`config.mk`:
```
export PLATFORM = sky130hd
export DESIGN_NAME = flash_cfg_lock
export DESIGN_NICKNAME = d
export VERILOG_FILES = /design/src/rtl/flash_cfg_lock_pkg.sv /design/src/rtl/flash_key_gate.sv /design/src/rtl/flash_prot_regs.sv /design/src/rtl/flash_cmd_reset.sv /design/src/rtl/flash_cfg_lock.sv
export SDC_FILE = /design/constraint.sdc
export NUM_CORES = 1
export LEC_CHECK = 0
export BUFFER_PORTS_ARGS = -buffer_cell sky130_fd_sc_hd__buf_4
export CAP_MARGIN = 5
export CORE_MARGIN = 3
export CORE_UTILIZATION = 49
export CTS_CLUSTER_SIZE = 12
export DETAILED_ROUTE_END_ITERATION = 12
export GPL_TIMING_DRIVEN = 0
export PLACE_DENSITY = 0.85
export SYNTH_ARGS = -nofsm -noshare
export SYNTH_HDL_FRONTEND = slang
export SYNTH_SLANG_ARGS = --single-unit
```
`constraint.sdc`:
```
create_clock -name clk -period 5.8 [get_ports clk]
set_clock_uncertainty 0.2 [all_clocks]
set_input_delay 0.87 -clock clk [delete_from_list [all_inputs] [get_ports clk]]
set_output_delay 0.87 -clock clk [all_outputs]
set_load 0.02 [all_outputs]
```
`src/rtl/flash_cfg_lock_pkg.sv`:
```
package flash_cfg_lock_pkg;
  localparam logic [15:0] UNLOCK_KEY = 16'hA25E;
  localparam logic [7:0]  OP_RESET   = 8'hFF;
  localparam int unsigned A_CMD  = 0;
  localparam int unsigned A_CFG  = 1;
  localparam int unsigned A_TIM  = 2;
  localparam int unsigned A_LOCK = 3;

  typedef struct packed {
    logic wp;
    logic large_page;
    logic long_addr;
    logic wide_bus;
  } cfg_t;
endpackage

```
`src/rtl/flash_key_gate.sv`:
```
module flash_key_gate
  import flash_cfg_lock_pkg::*;
(
  input  logic        clk,
  input  logic        rst_n,
  input  logic        acc,
  input  logic        sel_lock,
  input  logic        sel_prot,
  input  logic [15:0] key_data,
  input  logic [1:0]  key_be,
  input  logic        clr,
  output logic        unlocked
);
  logic unl_q;
  logic key_ok;

  assign key_ok   = (key_be == 2'b11) && (key_data == UNLOCK_KEY);
  assign unlocked = unl_q;

  always_ff @(posedge clk) begin
    if (!rst_n)                unl_q <= 1'b0;
    else if (clr)              unl_q <= 1'b0;
    else if (acc && sel_lock)  unl_q <= key_ok;
    else if (acc && sel_prot)  unl_q <= 1'b0;
  end

  // an open lock is spent by one protected write
  a_r3_one_shot: assert property (@(posedge clk) disable iff (!rst_n)
    (unl_q && acc && sel_prot) |=> !unl_q);

  // controller reset closes the lock
  a_r8_clr_closes: assert property (@(posedge clk) disable iff (!rst_n)
    clr |=> !unl_q);
endmodule

```
`src/rtl/flash_prot_regs.sv`:
```
module flash_prot_regs
  import flash_cfg_lock_pkg::*;
#(
  parameter int unsigned DW    = 32,
  parameter int unsigned TIM_W = 27,
  localparam int unsigned BE_W  = DW / 8,
  localparam int unsigned LANES = (TIM_W + 7) / 8
) (
  input  logic             clk,
  input  logic             rst_n,
  input  logic             acc,
  input  logic             sel_cfg,
  input  logic             sel_tim,
  input  logic             unlocked,
  input  logic [DW-1:0]    data,
  input  logic [BE_W-1:0]  be,
  input  logic             clr_viol,
  output cfg_t             cfg,
  output logic [TIM_W-1:0] tim,
  output logic             viol
);
  cfg_t             cfg_q;
  logic [TIM_W-1:0] tim_q;
  logic             viol_q;
  logic             wr_cfg, wr_tim, bad_wr;

  assign wr_cfg = acc && sel_cfg && unlocked;
  assign wr_tim = acc && sel_tim && unlocked;
  assign bad_wr = acc && (sel_cfg || sel_tim) && !unlocked;

  always_ff @(posedge clk) begin
    if (!rst_n)               cfg_q <= '0;
    else if (wr_cfg && be[0]) cfg_q <= cfg_t'(data[3:0]);
  end

  for (genvar g = 0; g < LANES; g++) begin : g_lane
    localparam int unsigned LO = g * 8;
    localparam int unsigned LW = ((TIM_W - LO) >= 8) ? 8 : (TIM_W - LO);
    always_ff @(posedge clk) begin
      if (!rst_n)               tim_q[LO +: LW] <= '0;
      else if (wr_tim && be[g]) tim_q[LO +: LW] <= data[LO +: LW];
    end
  end

  always_ff @(posedge clk) begin
    if (!rst_n)        viol_q <= 1'b0;
    else if (clr_viol) viol_q <= 1'b0;
    else if (bad_wr)   viol_q <= 1'b1;
  end

  assign cfg  = cfg_q;
  assign tim  = tim_q;
  assign viol = viol_q;

  // locked writes leave the protected state untouched
  a_r4_cfg_hold: assert property (@(posedge clk) disable iff (!rst_n)
    (acc && sel_cfg && !unlocked) |=> $stable(cfg_q));
  a_r4_tim_hold: assert property (@(posedge clk) disable iff (!rst_n)
    (acc && sel_tim && !unlocked) |=> $stable(tim_q));
  // the violation flag is sticky
  a_r4_viol_sticky: assert property (@(posedge clk) disable iff (!rst_n)
    (viol_q && !clr_viol) |=> viol_q);
endmodule

```
`src/rtl/flash_cmd_reset.sv`:
```
module flash_cmd_reset
  import flash_cfg_lock_pkg::*;
#(
  parameter int unsigned RST_CYCLES = 4,
  localparam int unsigned CW = $clog2(RST_CYCLES + 1)
) (
  input  logic       clk,
  input  logic       rst_n,
  input  logic       acc,
  input  logic       sel_cmd,
  input  logic [7:0] op,
  input  logic       be0,
  output logic [7:0] cmd_code,
  output logic       cmd_stb,
  output logic       ctrl_rst,
  output logic       reset_fire
);
  logic [CW-1:0] cnt_q;
  logic [7:0]    code_q;
  logic          stb_q;
  logic          take;

  assign take       = acc && sel_cmd && be0;
  assign reset_fire = take && (op == OP_RESET);

  always_ff @(posedge clk) begin
    if (!rst_n) begin
      code_q <= '0;
      stb_q  <= 1'b0;
    end else begin
      stb_q <= take;
      if (take) code_q <= op;
    end
  end

  always_ff @(posedge clk) begin
    if (!rst_n)             cnt_q <= '0;
    else if (reset_fire)    cnt_q <= CW'(RST_CYCLES);
    else if (cnt_q != '0)   cnt_q <= cnt_q - 1'b1;
  end

  assign cmd_code = code_q;
  assign cmd_stb  = stb_q;
  assign ctrl_rst = (cnt_q != '0);

  // reset opcode starts the pulse on the next cycle
  a_r8_rst_start: assert property (@(posedge clk) disable iff (!rst_n)
    reset_fire |=> ctrl_rst);
  // any accepted command produces a strobe
  a_r9_stb: assert property (@(posedge clk) disable iff (!rst_n)
    take |=> cmd_stb);
endmodule

```
`src/rtl/flash_cfg_lock.sv`:
```
module flash_cfg_lock
  import flash_cfg_lock_pkg::*;
#(
  parameter int unsigned AW         = 4,
  parameter int unsigned DW         = 32,
  parameter int unsigned TIM_W      = 27,
  parameter int unsigned RST_CYCLES = 4,
  localparam int unsigned BE_W = DW / 8
) (
  input  logic             clk,
  input  logic             rst_n,
  input  logic             wr_valid,
  output logic             wr_ready,
  input  logic [AW-1:0]    wr_addr,
  input  logic [DW-1:0]    wr_data,
  input  logic [BE_W-1:0]  wr_be,
  output logic             cfg_wp,
  output logic             cfg_large_page,
  output logic             cfg_long_addr,
  output logic             cfg_wide_bus,
  output logic [TIM_W-1:0] timing,
  output logic             unlocked,
  output logic             prot_violation,
  output logic             cmd_stb,
  output logic [7:0]       cmd_code,
  output logic             ctrl_reset
);
  logic acc, sel_cmd, sel_cfg, sel_tim, sel_lock, fire, unl;
  cfg_t cfg;

  assign acc      = wr_valid && wr_ready;
  assign sel_cmd  = (wr_addr == AW'(A_CMD));
  assign sel_cfg  = (wr_addr == AW'(A_CFG));
  assign sel_tim  = (wr_addr == AW'(A_TIM));
  assign sel_lock = (wr_addr == AW'(A_LOCK));
  assign wr_ready = !ctrl_reset;

  flash_cmd_reset #(.RST_CYCLES(RST_CYCLES)) i_cmd (
    .clk(clk), .rst_n(rst_n), .acc(acc), .sel_cmd(sel_cmd),
    .op(wr_data[7:0]), .be0(wr_be[0]),
    .cmd_code(cmd_code), .cmd_stb(cmd_stb),
    .ctrl_rst(ctrl_reset), .reset_fire(fire)
  );

  flash_key_gate i_key (
    .clk(clk), .rst_n(rst_n), .acc(acc), .sel_lock(sel_lock),
    .sel_prot(sel_cfg || sel_tim), .key_data(wr_data[15:0]),
    .key_be(wr_be[1:0]), .clr(fire), .unlocked(unl)
  );

  flash_prot_regs #(.DW(DW), .TIM_W(TIM_W)) i_regs (
    .clk(clk), .rst_n(rst_n), .acc(acc), .sel_cfg(sel_cfg),
    .sel_tim(sel_tim), .unlocked(unl), .data(wr_data), .be(wr_be),
    .clr_viol(fire), .cfg(cfg), .tim(timing), .viol(prot_violation)
  );

  assign unlocked       = unl;
  assign cfg_wp         = cfg.wp;
  assign cfg_large_page = cfg.large_page;
  assign cfg_long_addr  = cfg.long_addr;
  assign cfg_wide_bus   = cfg.wide_bus;

  // a controller reset leaves configuration and timing intact
  a_r8_keep_cfg: assert property (@(posedge clk) disable iff (!rst_n)
    fire |=> ($stable(cfg) && $stable(timing)));
endmodule

```
Yosys cells after proc, flatten, opt, wreduce, memory -nomap -nowiden:

Index checks and enable logic that the tools add are counted.
Widths: inputs -> output; s select.

* register bits after elaboration: 45
* input port bits: 43

* equality and inequality tests: 6
* muxes and demuxes: 4
* add/subtract/negate cells: 1
* reduce and logical (&&, ||, !) cells: 25
* bitwise logic cells: 1

Operators with widths (number)
* $logic_and 1x1->1: 17
* $eq 16x16->1 const B: 1
* $eq 4x2->1 const B: 2
* $eq 8x8->1 const B: 1
* $mux 3: 2
* $eq 4x1->1 const B: 1
* $logic_not 4->1: 1
* $reduce_bool 2->1: 2
* $reduce_bool 3->1: 1
* $sub 3x1->3 const B: 1
* $eq 2x2->1 const B: 1
* $logic_not 1->1: 2
* $mux 1: 2
* $reduce_or 2->1: 1
* $logic_or 1x1->1: 1
* $not 1->1: 1

Longest topological paths before layout:

Gate-level depths: netlist of the first run.

* depth in word-level cells: 7
* gate-level depth with buffers: 9
* mapped depth without buffers: 7

Hierarchy:

From an unflattened synthesis of the first run, not the netlist that was laid out.

* cells, all modules: 222
* area total of the unflattened synthesis: 1996.9 um2

By module, submodules not included
* flash_prot_regs: instances 1, area each 1286.2 um2, cells each 140
* flash_cmd_reset: instances 1, area each 543.0 um2, cells each 61
* flash_key_gate: instances 1, area each 107.6 um2, cells each 11
* flash_cfg_lock: instances 1, area each 60.1 um2, cells each 10

Worst setup path after synthesis of the first run:

No wires, ideal clock.

* kind: register to register
* start: register i_cmd.cnt_q[0]
* end: register i_regs.tim_q[10], in the netlist i_regs.tim[10]
* cell stages (with the launch flop): 10
* path slack: 3.630 ns
* clock period less this slack: 2.170 ns
* path buffers: 2
* required time: 5.472 ns
* data arrival time: 1.842 ns
* path through: dfxtp_1 -> inv_1 -> ha_1 -> ha_1 -> and4bb_1 -> buf_6 -> and4_2 -> buf_6 -> mux2i_1 -> nor2_1

* cells in the longest elaborated chain, start to end: 6

Ends and longest elaborated chain
* from (decl): line flash_cmd_reset.sv:18 `logic [CW-1:0] cnt_q;`
* from (signal assigned): line flash_cmd_reset.sv:38 `else if (reset_fire) cnt_q <= CW'(RST_CYCLES);`
* from (signal assigned): line flash_cmd_reset.sv:39 `else if (cnt_q != '0) cnt_q <= cnt_q - 1'b1;`
* $reduce_bool 3->1: line flash_cmd_reset.sv:44 `assign ctrl_rst = (cnt_q != '0);`
* $logic_not 1->1: line flash_cfg_lock.sv:36 `assign wr_ready = !ctrl_reset;`
* net wr_ready: line flash_cfg_lock.sv:13 `output logic wr_ready,`
* $logic_and 1x1->1: line flash_cfg_lock.sv:31 `assign acc = wr_valid && wr_ready;`
* $logic_and 1x1->1 (2 in series): line flash_prot_regs.sv:28 `assign wr_tim = acc && sel_tim && unlocked;`
* $logic_and 1x1->1: line flash_prot_regs.sv:41 `else if (wr_tim && be[g]) tim_q[LO +: LW] <= data[LO +: LW];`
* to (signal, indexed assignment): line flash_prot_regs.sv:41
* to (decl): line flash_prot_regs.sv:23 `logic [TIM_W-1:0] tim_q;`

The timed path passes the listed nets, and every way through them passes these cells.
A chain may end at the register's enable or synchronous reset.

Final worst setup path of the first run:

* start: register i_cmd.cnt_q[0]
* end: output port ctrl_reset

* cells in the longest elaborated chain, start to end: 1

Ends and longest elaborated chain
* $reduce_bool 3->1: line flash_cmd_reset.sv:44
* to (decl): line flash_cfg_lock.sv:26 `output logic ctrl_reset`

Every way passes these cells.

==> results of run 1 <==
-- cell usage in the layout (no fill, tap or decap) --
master,netlist,layout
ha_1,3,3
inv_1,6,6
and3b_1,1,1
or3_1,1,1
dfxtp_1,45,45
clkinv_4,0,1
nand2_1,1,1
nor2_1,47,47
clkbuf_4,0,5
and4_1,1,1
nand3_2,2,2
nor2b_1,2,2
nor4bb_1,1,1
buf_6,2,2
xnor2_1,1,1
buf_2,1,1
nor4_1,1,1
mux2i_1,40,40
bufinv_16,0,1
nand4_1,3,3
a21oi_1,3,3
clkbuf_1,4,5
and4_2,1,1
xor2_1,1,1
and2_1,1,1
and4bb_1,1,1
buf_4,0,81
o21ai_0,3,3
nand3_1,3,3
nand4_4,1,1
-- sequential cells by signal, indices dropped and copies added, names as in the netlist --
signal,count
i_cmd.cmd_code,8
i_cmd.cmd_stb,1
i_cmd.cnt_q,3
i_key.unlocked,1
i_regs.cfg,4
i_regs.tim,27
i_regs.viol,1
-- routing by layer --
layer	vias to the layer above	wire [µm]	track usage, %
li1	770	-	-
met1	709	1668	22.76
met2	57	1929	31.35
met3	9	430	10.20
met4	0	72	8.376
met5	-	0	0
-- worst min-delay path: stages, from the launching register on --
cell and delay [ps]:
dfxtp_1 350, a21oi_1 40, nor2_1 80
-- through the flow --
step	std cells	setup slack [ps]
6_report	311	3278
5_1_grt	311	3174
4_1_cts	311	3242
3_5_place_dp	303	3411
3_3_place_gp	303	3452
2_1_floorplan	176	3630
-- worst paths after layout --
check                           cells past startpoint           endpoint  slack [ps]            from
worst max register to register                      9  i_cmd.cmd_code[6]        3580  i_cmd.cnt_q[0]
worst min register to register                      2        i_regs.viol         290     i_regs.viol
worst max-delay path                                5         ctrl_reset        3280  i_cmd.cnt_q[0]
worst min-delay path                                2        i_regs.viol         290     i_regs.viol
-- final cells by class --
| type | instances | area [µm²] |
|---|---|---|
| Fill cell | 261 | 882.1 |
| Sequential cell | 45 | 900.9 |
| Tap cell | 46 | 57.56 |
| Inverter | 6 | 22.52 |
| Timing Repair Buffer | 81 | 608.1 |
| Clock inverter | 2 | 38.79 |
| Clock buffer | 6 | 41.29 |
| Buffer | 7 | 42.54 |
| Multi-Input combinational cell | 118 | 822.0 |
-- cell families after synthesis --
| kind of cell | Yosys count |
|---|---|
| compound gates | 6 |
| mux | 40 |
| xor+xnor | 2 |
| buf+inv | 13 |
| simple gates | 67 |
| flops | 45 |
| fa+ha+maj | 3 |
-- power breakdown --
part | total (mW) | internal (mW) | switching [mW]
clock network | 0.193 | 0.0918 | 0.101
registers | 0.320 | 0.316 | 0.00352
logic | 0.108 | 0.0512 | 0.0565
total | 0.621 | 0.459 | 0.161
==> flow_summary.json, run 1 <==
{
  "outcome": "complete, no violations",
  "drv.max_cap_violation_count": 0,
  "areaGrowthSynthToFinish_pct": 41.71,
  "number_of_global_route_vias_before_repair": 1488,
  "synth_compound_gate_area_share_pct": 1.679,
  "postSynthCellCount": 176,
  "initial_antenna_violation_count": 0,
  "drt_first_iter_violations": 67,
  "worstSetupPathType": "reg -> out",
  "slew_headroom_pct": 70.31,
  "muxShareOfSynthArea_pct": 22.39,
  "largest_cells_by_area_after_synthesis": "dfxtp_1, mux2i_1, nor2_1",
  "drive_gt1_share_pct": 35.85,
  "fin_total_pwr_mw": 0.6205,
  "dieArea_mm2": 0.004410,
  "final_max_slew_viol_count": 0,
  "synth.top_cells.by_count": "nor2_1, dfxtp_1, mux2i_1",
  "first_pass_grt_wire_length_mm": 6.630,
  "kind_of_cell_adding_the_most_delay_to_the_critical_path": "adder cells",
  "yosysWarningCount": 0,
  "die_w_um": 66.41,
  "rsz0062_at_grt": "false",
  "clock.fmax_ghz": 0.3964,
  "slew_of_the_pin_with_the_lowest_slew_margin_ps": 440.6,
  "post_cts_resized": 0,
  "antennaDiodeCount": 0,
  "start_util_pct": 52.34,
  "synth_top_area_share_pct": 50.38,
  "clk_pin_slew_ps": 120,
  "routed_wirelength_mm": 4.100,
  "grt_start_max_net_pins": 15,
  "final_hold_vio_count": 0,
  "tritoncts_clock_tree": "yes",
  "gr-usage-all-layers_pct": 20.00,
  "cp-end-kind": "output pin",
  "count_of_endpoints_failing_setup_in_the_final_report": 0,
  "layout_min_cycle_time_ps": 2523,
  "type_of_origin_of_the_critical_path": "flip-flop",
  "post-route-cell-area_mm2": 0.002534,
  "placed_area_mm2": 0.002454,
  "detailroute.via_count": 1545,
  "clock_path_buffers": 2,
  "grt_overflow_total": 0,
  "holdBufCountCts": 0,
  "routed_via_density": 4.968,
  "synth_most_common_cell": "nor2_1",
  "rows": 21,
  "holdWs_ps": 294.2,
  "dr.pass1.iters": 4,
  "yosys.cell_types.count": 26,
  "antenna_left": 0,
  "synth.cell_area_mm2": 0.001788,
  "cpMaxStageDelayCell": "dfxtp_1",
  "wl_per_cell_um": 13.18,
  "final_core_utilization_pct": 74.18,
  "synthSimpleGateAreaFrac_pct": 18.82,
  "ys_dominant_reg_cell": "dfxtp_1",
  "cts_made_buffers": 5,
  "synth_edf_count": 0,
  "postSynthNetCount": 222,
  "pin_count": 87,
  "synth_seq_cells": 45,
  "vdd.ir_drop.worst_uv": 161.9,
  "numClockSinks": 45,
  "post_synth_fa_ha_maj_area_fraction_pct": 2.099,
  "synth.avg_cell_area_um2": 10.16,
  "main_combinational_cell_family_by_area_after_synthesis": "multiplexers",
  "worst-path-buf-inv": 3,
  "place.gp.congestion": 0.7501,
  "coreArea_mm2": 0.003416,
  "worst_ep_required_time_ps": 4730,
  "largest_area_contributor_in_the_synthesized_netlist": "dfxtp_1",
  "total_number_of_h_tree_levels": 2,
  "power.static_leakage_nw": 1.350,
  "nNetsFinal": 310,
  "power_density_normalized_to_cell_area_mw_per_mm2": 244.9,
  "synth_async_sr_flop_share_pct": 0,
  "arrival_ps": 1450,
  "place.detailed.hpwl_mm": 3.146,
  "clk_root_buffer_cell": "clkbuf_4",
  "final.setup.tns_ps": 0,
  "synthXorXnorAreaFrac_pct": 0.9797,
  "fp.dieH_um": 66.41,
  "cts_setup_buffers": 0,
  "buffer_ports.inserted": 81,
  "drc_errors": 0,
  "yosysSeqAreaShare_pct": 50.38,
  "clock_insertion_delay_worst_skew_ps": 350,
  "slowest_delay_ps": 370,
  "min-delay-path-class": "reg -> reg",
  "fin_crit_sh_pct": 43.49,
  "critical_path.max_fanout": 7,
  "timing.critical_path.cells": "inv_1 -> ha_1 -> ha_1 -> inv_1 -> buf_4"
}
Power figures use the tool's default switching activity.
==> inputs of run 2 (changes only) <==
CORE_UTILIZATION = 45   (was 49)
PLACE_DENSITY = 0.79   (was 0.85)
clock period = 2.5 ns   (was 5.8 ns; I/O delays follow)
==> flow_summary.json, run 2 (synthesis gave the netlist of run 1 again) <==
{
  "final.setup.tns_ps": 0,
  "int_pwr_mw": 1.151,
  "clk_pin_slew_ps": 90,
  "power_frac_comb_pct": 16.4,
  "worstRegToRegCells": 9,
  "nNetsFinal": 310,
  "dieArea_mm2": 0.004766,
  "critical_path.max_fanout": 9,
  "buffer_ports.inserted": 81,
  "rows": 22,
  "final_cell_mix": "buf_4, nor2_1, dfxtp_1",
  "p_sw_share_pct": 24.96,
  "count_of_endpoints_failing_setup_in_the_final_report": 0,
  "pin_count": 87,
  "p_sw_mw": 0.3830,
  "drv.max_cap_violation_count": 0,
  "final_hold_vio_count": 0,
  "clkPwrFrac_pct": 35.3,
  "drt_first_iter_violations": 29,
  "clk_root_buffer_cell": "clkbuf_8",
  "reg2reg_to": "i_cmd.cmd_code[5]",
  "routing_usage_on_met2_pct": 27.22,
  "arrival_ps": 2160,
  "start_util_pct": 47.76,
  "setup.reg_to_reg.worst_slack_ps": 310,
  "grt.met3_usage_pct": 6.997,
  "drive_gt1_share_pct": 35.85,
  "power_density_normalized_to_cell_area_mw_per_mm2": 597.5,
  "holdWs_ps": 101.2,
  "min-delay-path-class": "in -> reg",
  "worstSetupPathType": "reg -> reg",
  "clock_insertion_delay_worst_skew_ps": 290,
  "use_met1_pct": 20.51,
  "fin_crit_sh_pct": 87.71,
  "layout_min_cycle_time_ps": 2193,
  "hp-start": "wr_data[16]",
  "n_fill_cell": 340,
  "largest_register_ffs": 27,
  "areaGrowthSynthToFinish_pct": 43.60,
  "clock.fmax_ghz": 0.4560,
  "type_of_origin_of_the_critical_path": "flip-flop",
  "post_cts_resized": 0,
  "vdd.ir_drop.worst_uv": 369.9,
  "number_of_global_route_vias_before_repair": 1395,
  "die_w_um": 69.04,
  "routed_via_density": 4.847,
  "sequentialPowerShare_pct": 48.3,
  "holdBufCountCts": 0,
  "place.detailed.hpwl_mm": 3.158,
  "antenna_left": 0,
  "rsz0062_at_grt": "false",
  "slew_of_the_pin_with_the_lowest_slew_margin_ps": 486.9,
  "worstReg2RegStart": "i_cmd.cnt_q[0]",
  "min_to": "i_regs.tim[16]",
  "fp.dieH_um": 69.04,
  "antennaDiodeCount": 0,
  "cts_setup_buffers": 0,
  "grt_overflow_total": 0,
  "dr.pass1.iters": 4,
  "detailroute.via_count": 1517,
  "hold_depth": 3,
  "cp-end-kind": "flip-flop",
  "wl_per_cell_um": 13.30,
  "tritoncts_clock_tree": "yes",
  "place.gp.congestion": 0.7505,
  "total_number_of_h_tree_levels": 2,
  "coreArea_mm2": 0.003744,
  "grt_start_max_net_pins": 15,
  "grt.busiest_layer": "met2",
  "numClockSinks": 45,
  "outcome": "complete, no violations",
  "drc_errors": 0,
  "cts_made_buffers": 5,
  "worst_ep_required_time_ps": 2470,
  "gr-usage-all-layers_pct": 16.75,
  "final_common_cell": "buf_4",
  "routed_wirelength_mm": 4.164,
  "slew_headroom_pct": 67.54,
  "clock_path_buffers": 2,
  "final_max_slew_viol_count": 0,
  "initial_antenna_violation_count": 0,
  "first_pass_grt_wire_length_mm": 6.527,
  "power.static_leakage_nw": 1.363
}
## run 2: cell count changes in the layout (fill, tap and decap cells not counted)
cell / previous run / this run
clkbuf_4: 5 / 0
clkbuf_8: 0 / 5
## run 2: worst max path at each step
stage,startpoint,endpoint,slack (ps),cells after the start
after floorplan,i_cmd.cnt_q[0],i_regs.tim[10],330,9
after global placement,i_cmd.cnt_q[0],i_cmd.cmd_code[1],320,9
after detailed placement,i_cmd.cnt_q[0],i_regs.tim[9],300,9
after CTS,i_cmd.cnt_q[0],i_cmd.cmd_code[5],290,9
after global routing,i_cmd.cnt_q[0],i_regs.tim[13],160,9
final,i_cmd.cnt_q[0],i_cmd.cmd_code[5],310,9
## run 2: per-stage QoR
stage          setup slack [ps]  instance area, µm²  power [mW]  util [%]  std cells
2_1_floorplan             330.4                1788      0.8999         -        176
3_3_place_gp              322.6                2456       1.009     65.61        305
3_5_place_dp              299.5                2456       1.011     65.61        305
4_1_cts                   289.4                2567       1.549     68.58        313
5_1_grt                   159.9                2567       1.603     68.58        313
6_report                  307.2                2567       1.534     68.58        313
## run 2: critical path: stages (launching register included)
cell and delay (ps):
dfxtp_1 340, inv_1 50, ha_1 200, ha_1 270, and4bb_1 230, buf_6 140, nand3_1 70, buf_2 270
mux2i_1 230, nor2_1 60
## run 2: power by group through the flow
stage | clock network [mW] | registers, mW | logic, mW
after floorplan | 0 | 0.759 | 0.141
after global placement | 0 | 0.757 | 0.253
after detailed placement | 0 | 0.757 | 0.254
after CTS | 0.552 | 0.741 | 0.256
after global routing | 0.581 | 0.743 | 0.279
final | 0.542 | 0.741 | 0.252
## run 2: cell type report
cell class | count | area (µm²) | share of cell area [%]
inverter | 6 | 22.52 | 0.8772
clock inverter | 2 | 38.79 | 1.511
timing repair buffer | 81 | 608.1 | 23.68
sequential | 45 | 900.9 | 35.09
multi-input combinational | 118 | 822.0 | 32.02
tap | 48 | 60.06 | 2.339
buffer | 7 | 42.54 | 1.657
clock buffer | 6 | 72.57 | 2.827
## run 2: routing by layer
| metal | vias up | wire, µm |
|---|---|---|
| met5 | - | 0 |
| met4 | 0 | 34 |
| met3 | 4 | 337 |
| met2 | 50 | 1959 |
| met1 | 690 | 1834 |
| li1 | 773 | - |
